**config.mk**
```make
export PLATFORM = sky130hd
export DESIGN_NAME = scratch_ram
export DESIGN_NICKNAME = d
export VERILOG_FILES = /design/src/rtl/scratch_ram_pkg.sv /design/src/rtl/scratch_ram_sync.sv /design/src/rtl/scratch_ram_decode.sv /design/src/rtl/scratch_ram_bank.sv /design/src/rtl/scratch_ram.sv
export SDC_FILE = /design/constraint.sdc
export NUM_CORES = 1
export LEC_CHECK = 0
export ABC_CLOCK_PERIOD_IN_PS = 3050
export BUFFER_PORTS_ARGS = -buffer_cell sky130_fd_sc_hd__buf_2
export CAP_MARGIN = 30
export CELL_PAD_IN_SITES_DETAIL_PLACEMENT = 0
export CELL_PAD_IN_SITES_GLOBAL_PLACEMENT = 1
export CORE_ASPECT_RATIO = 0.6
export CORE_MARGIN = 5
export CORE_UTILIZATION = 49
export DETAILED_ROUTE_END_ITERATION = 8
export GPL_ROUTABILITY_DRIVEN = 0
export GPL_TIMING_DRIVEN = 1
export PLACE_DENSITY_LB_ADDON = 0.3
export SLEW_MARGIN = 10
export SYNTH_ARGS = -nofsm -noshare
export SYNTH_HDL_FRONTEND = slang
export SYNTH_SLANG_ARGS = --single-unit
```
**constraint.sdc**
```tcl
create_clock -name clk -period 3.05 [get_ports clk]
set_clock_uncertainty 0.05 [all_clocks]
set_input_delay 0.7625 -clock clk [delete_from_list [all_inputs] [get_ports clk]]
set_output_delay 0.7625 -clock clk [all_outputs]
set_load 0.05 [all_outputs]
```
**src/rtl/scratch_ram_pkg.sv**
```systemverilog
package scratch_ram_pkg;
  localparam int unsigned SR_ADDR_W  = 16;
  localparam int unsigned SR_DATA_W  = 8;
  localparam int unsigned SR_DEPTH   = 128;
  localparam int unsigned SR_KEEP    = 32;
  localparam logic [7:0]  SR_POISON  = 8'hA5;
endpackage

```
**src/rtl/scratch_ram_sync.sv**
```systemverilog
module scratch_ram_sync #(
  parameter int unsigned STAGES = 2
) (
  input  logic clk,
  input  logic rst_n,
  input  logic d_async,
  output logic q_sync
);
  logic [STAGES-1:0] chain_q;
  logic [STAGES-1:0] chain_d;

  always_comb begin
    chain_d[0] = d_async;
    for (int i = 1; i < STAGES; i++) chain_d[i] = chain_q[i-1];
  end

  always_ff @(posedge clk or negedge rst_n) begin
    if (!rst_n) chain_q <= '0;
    else        chain_q <= chain_d;
  end

  assign q_sync = chain_q[STAGES-1];
endmodule

```
**src/rtl/scratch_ram_decode.sv**
```systemverilog
module scratch_ram_decode #(
  parameter int unsigned ADDR_W = 16,
  parameter int unsigned DEPTH  = 128
) (
  input  logic [ADDR_W-1:0] addr,
  input  logic              addr_valid,
  input  logic              en_sync,
  output logic              hit
);
  localparam int unsigned IDX_W = $clog2(DEPTH);

  logic in_window;

  always_comb begin
    in_window = (addr[ADDR_W-1:IDX_W] == '0);
    hit       = in_window & addr_valid & en_sync;
  end
endmodule

```
**src/rtl/scratch_ram_bank.sv**
```systemverilog
module scratch_ram_bank #(
  parameter int unsigned DATA_W   = 8,
  parameter int unsigned DEPTH    = 32,
  parameter bit          VOLATILE = 1'b0,
  parameter logic [DATA_W-1:0] POISON = '0,
  localparam int unsigned AW = (DEPTH > 1) ? $clog2(DEPTH) : 1
) (
  input  logic              clk,
  input  logic              power_ok,
  input  logic              we,
  input  logic [AW-1:0]     waddr,
  input  logic [DATA_W-1:0] wdata,
  input  logic [AW-1:0]     raddr,
  output logic [DATA_W-1:0] rdata
);
  logic [DATA_W-1:0] mem [DEPTH];
  logic              wr_go;

  assign wr_go = we & power_ok;
  assign rdata = mem[raddr];

  generate
    if (VOLATILE) begin : g_volatile
      always_ff @(posedge clk) begin
        if (!power_ok) begin
          for (int i = 0; i < DEPTH; i++) mem[i] <= POISON;
        end else if (wr_go) begin
          mem[waddr] <= wdata;
        end
      end
    end else begin : g_retained
      always_ff @(posedge clk) begin
        if (wr_go) mem[waddr] <= wdata;
      end
    end
  endgenerate
endmodule

```
**src/rtl/scratch_ram.sv**
```systemverilog
module scratch_ram
  import scratch_ram_pkg::*;
#(
  parameter int unsigned ADDR_W     = SR_ADDR_W,
  parameter int unsigned DATA_W     = SR_DATA_W,
  parameter int unsigned DEPTH      = SR_DEPTH,
  parameter int unsigned KEEP_DEPTH = SR_KEEP,
  parameter logic [DATA_W-1:0] POISON = SR_POISON
) (
  input  logic              clk,
  input  logic              rst_n,
  input  logic [ADDR_W-1:0] addr,
  input  logic              rd_wr_n,
  input  logic              addr_valid,
  input  logic              ram_en,
  input  logic              bus_e,
  input  logic              pwr_good,
  input  logic [DATA_W-1:0] wdata,
  output logic [DATA_W-1:0] rdata,
  output logic              dbus_drive,
  output logic              int_sel
);
  localparam int unsigned IDX_W    = $clog2(DEPTH);
  localparam int unsigned VOL_D    = DEPTH - KEEP_DEPTH;
  localparam int unsigned KAW      = $clog2(KEEP_DEPTH);
  localparam int unsigned VAW      = $clog2(VOL_D);

  logic              en_s;
  logic              hit;

  logic              e_q;
  logic              cap_sel_q, cap_sel_d;
  logic              cap_rd_q,  cap_rd_d;
  logic [IDX_W-1:0]  cap_addr_q, cap_addr_d;
  logic [DATA_W-1:0] cap_data_q, cap_data_d;

  logic              commit;
  logic              in_keep;
  logic [IDX_W-1:0]  vol_idx;
  logic              keep_we, vol_we;
  logic [DATA_W-1:0] keep_rd, vol_rd;

  scratch_ram_sync #(.STAGES(2)) u_en_sync (
    .clk     (clk),
    .rst_n   (rst_n),
    .d_async (ram_en),
    .q_sync  (en_s)
  );

  scratch_ram_decode #(.ADDR_W(ADDR_W), .DEPTH(DEPTH)) u_decode (
    .addr       (addr),
    .addr_valid (addr_valid),
    .en_sync    (en_s),
    .hit        (hit)
  );

  assign int_sel    = hit;
  assign dbus_drive = hit & bus_e;

  always_comb begin
    cap_sel_d  = cap_sel_q;
    cap_rd_d   = cap_rd_q;
    cap_addr_d = cap_addr_q;
    cap_data_d = cap_data_q;
    if (bus_e) begin
      cap_sel_d  = hit;
      cap_rd_d   = rd_wr_n;
      cap_addr_d = addr[IDX_W-1:0];
      cap_data_d = wdata;
    end
  end

  always_ff @(posedge clk or negedge rst_n) begin
    if (!rst_n) begin
      e_q        <= 1'b0;
      cap_sel_q  <= 1'b0;
      cap_rd_q   <= 1'b1;
      cap_addr_q <= '0;
      cap_data_q <= '0;
    end else begin
      e_q        <= bus_e;
      cap_sel_q  <= cap_sel_d;
      cap_rd_q   <= cap_rd_d;
      cap_addr_q <= cap_addr_d;
      cap_data_q <= cap_data_d;
    end
  end

  always_comb begin
    commit  = e_q & ~bus_e & cap_sel_q & ~cap_rd_q;
    in_keep = (cap_addr_q < IDX_W'(KEEP_DEPTH));
    vol_idx = cap_addr_q - IDX_W'(KEEP_DEPTH);
    keep_we = commit & in_keep;
    vol_we  = commit & ~in_keep;
  end

  scratch_ram_bank #(
    .DATA_W(DATA_W), .DEPTH(KEEP_DEPTH), .VOLATILE(1'b0), .POISON(POISON)
  ) u_keep (
    .clk      (clk),
    .power_ok (pwr_good),
    .we       (keep_we),
    .waddr    (cap_addr_q[KAW-1:0]),
    .wdata    (cap_data_q),
    .raddr    (cap_addr_q[KAW-1:0]),
    .rdata    (keep_rd)
  );

  scratch_ram_bank #(
    .DATA_W(DATA_W), .DEPTH(VOL_D), .VOLATILE(1'b1), .POISON(POISON)
  ) u_vol (
    .clk      (clk),
    .power_ok (pwr_good),
    .we       (vol_we),
    .waddr    (vol_idx[VAW-1:0]),
    .wdata    (cap_data_q),
    .raddr    (vol_idx[VAW-1:0]),
    .rdata    (vol_rd)
  );

  always_comb begin
    rdata = '0;
    if (bus_e && cap_sel_q && cap_rd_q) rdata = in_keep ? keep_rd : vol_rd;
  end
endmodule

```
==> results by group <==
Clock network
  • CTS tree: done
  • H-Tree Depth: 3
  • Number of buffers created by CTS: 115
  • Clock-pin transition on the worst setup and hold timing paths: 0.07 ns
  • Deepest clock path buffer count: 3
  • Total clock sinks: 1300
  • Root buf cell: clkbuf_16
  • Worst skew pair latency: 0.74 ns

Floorplanning
  • Initial Util: 49.4%
  • Core Rows: 96
  • Die Footprint: 123000 µm²
  • CORE AREA: 115000 µm²
  • Ports: 41
  • Die H: 273 µm
  • DIE WIDTH: 449 µm

Timing
  • Tcrit/Tclk final: 144%
  • Hold_ws: 0.0605 ns
  • Hold Vio Cnt, Final: 0
  • RSZ-0062 raised after global routing: true
  • Worst Tran Pin Value: 1.05 ns
  • Setup TNS: -10.36 ns
  • Fmax: 228 MHz
  • Final setup fails: 8
  • Pins Over Slew Limit: 0
  • Final worst slack: -1.34 ns
  • Slew headroom: 30.1%
  • Final Critical Period: 4.39 ns

Power and ir drop
  • Peak supply drop: 467 µV
  • Leakage power: 22.4 nW
  • Pwr/cell area: 585 nW/µm²

Logic synthesis
  • Top cells by area, synth: edfxtp_1, mux4_2, and2_1
  • Syn Nets: 3570
  • Yosys warns: 0
  • Top-area cell type share of the netlist area: 67.9%
  • Yosys reg bits: 1300
  • Avg Synthesized Cell Area: 16.0 µm²
  • Seq/Total Area, Yosys: 68.7%
  • Count leader, synth: edfxtp_1
  • Synth top cells by count: edfxtp_1, and2_1, or3_1, clkbuf_1, mux4_2
  • Post-synth EDFFs: 1280
  • Synth cell types: 54
  • Synth area leader: edfxtp_1
  • Asr flop ratio synth: 1.54%
  • Netlist Area Pre-Place: 56600 µm²
  • Top FF cell, synth: edfxtp_1
  • Syn Inst Count: 3534

Critical path
  • CP max FO: 15
  • FF-to-FF End: u_vol.mem[27][4]
  • Reg2reg setup slack: 0.05 ns
  • Worst setup EP type: primary output
  • CP required: 2.24 ns
  • Crit Reg-Reg Startpoint: cap_addr_q[0]
  • CP Data Arrival Time: 3.58 ns
  • Reg2Reg Depth: 8
  • Type of origin of the critical path: flop
  • WS Path Type: flop to primary output

Detailed routing
  • Wire length after detailed routing: 183000 µm
  • Post-route DRC: 0
  • Vias: 36667
  • Post-route ant nets: 0
  • Via density: 6.44
  • Initial DRT Pass Iterations: 5
  • Avg WL per Cell: 32.1 µm
  • Initial DRC count: 6383

Run status
  • Status: finished, violations left
  • Failing checks: negative setup slack

Cells and area
  • Layout cell share with drive strength beyond 1: 32.3%
  • Non-Filler Instances: 5692
  • Nets: 4105
  • Syn-to-layout area delta: 21.4%

GRT
  • Pin count of the biggest net entering global routing: 97
  • Gr ovfl total: 0
  • GRT Util Overall: 29.6%
  • Antenna violations before repair: 9
  • First-pass GRT wire length: 261000 µm
  • Vias in the first global route: 35130

Worst hold path
  • Hold Path Class: primary input to asynchronous set/reset pin

Placed design
  • Placed wire-length estimate: 125000 µm
  • Post-Place Cells: 5426
  • I/O Buffers: 40

Job
  • Max Cap Viol: 0
-- logic make-up after synthesis --
kind of cell             count (synthesis)  synth area share [%]
AO/OA/AOI/OAI                          315                  3.57
adder cells (fa/ha/maj)                  5                 0.110
buffers and inverters                  356                  2.97
flip-flops                            1300                  68.7
multiplexers                           441                  13.3
AND/OR/NAND/NOR                       1117                  11.3
-- power breakdown --
part	switching [W]	leakage, nW	internal (W)	total [W]
Sequential	0.000286	11.4	0.0199	0.0202
Combinational	0.00297	9.10	0.00208	0.00506
Clock	0.00669	1.86	0.00830	0.0150
-- repair_timing --
item	4_1_cts	5_1_grt
setup buffers	35	5
endpoints found under the hold margin	0	0
hold buffers	0	0
pin swaps	31	39
cloned	9	1
endpoints found under the setup margin	8	52
resized for setup	125	46
-- per-layer routing --
layer | GRT usage (%) | up-vias | routed length, µm
li1 | - | 14831 | -
met1 | 45.4 | 18751 | 74300
met2 | 39.5 | 2782 | 74000
met3 | 12.0 | 297 | 30500
met4 | 6.31 | 6 | 4160
met5 | 0 | - | 38
-- registers in the layout, summed over array words and instances (netlist names) --
register / cells
u_vol.mem: 1024
u_en_sync.chain_q: 2
e_q: 1
cap_data_q: 8
u_keep.mem: 256
cap_rd_q: 1
cap_sel_q: 1
cap_addr_q: 7
-- cell usage in the layout (no fill, tap or decap), types with 21 or more instances in the layout --
cell and instances:
nor2_1 175, o21ai_0 107, and2_1 388, clkbuf_16 119, or3_1 384, mux2_2 22
mux2i_1 163, a22oi_1 37, buf_2 32, buf_12 73, buf_4 621, o22ai_1 44
nand2_1 64, clkbuf_1 21, mux4_2 248, edfxtp_1 1280, clkinv_2 24, clkinv_1 24
-- worst max path at each step --
stage	startpoint	to	slack, ns
final	cap_addr_q[0]	rdata[6]	-1.34
after global routing	cap_addr_q[0]	rdata[3]	-1.34
after CTS	cap_addr_q[0]	rdata[4]	-1.29
after detailed placement	cap_addr_q[0]	rdata[0]	-1.01
after global placement	cap_addr_q[0]	rdata[0]	-1.02
after floorplan	cap_addr_q[3]	rdata[1]	-0.05
-- through the flow --
stage          area, µm²  power [W]  setup WS [ns]  util (%)
2_1_floorplan      56800     0.0226        -0.0500         -
3_3_place_gp       63400     0.0249          -1.02      55.3
3_5_place_dp       63400     0.0250          -1.01      55.3
4_1_cts            68400     0.0401          -1.29      59.7
5_1_grt            68800     0.0413          -1.34      60.0
6_report           68800     0.0402          -1.34      60.0
-- final cells by class --
class / count / area [µm²]
clock inverters: 75 / 761
diodes: 6 / 15.0
inverters: 4 / 16.3
repair buffers: 770 / 7120
multi-input cells: 1878 / 16900
fillers: 8373 / 45800
well taps: 1519 / 1900
clock buffers: 140 / 3050
flip-flops and latches: 1300 / 39000
-- worst max-delay path, cell delays in order (launching register included) --
cell	delay, ns
dfrtp_4	0.46
buf_12	0.20
buf_16	0.19
buf_8	0.23
mux2i_4	0.31
o22ai_1	0.15
nor4_4	0.42
a41oi_2	0.23
a32oi_1	0.23
buf_4	0.19
nor3_4	0.05
buf_12	0.15
Note: power is estimated with default switching activity, not from simulation.
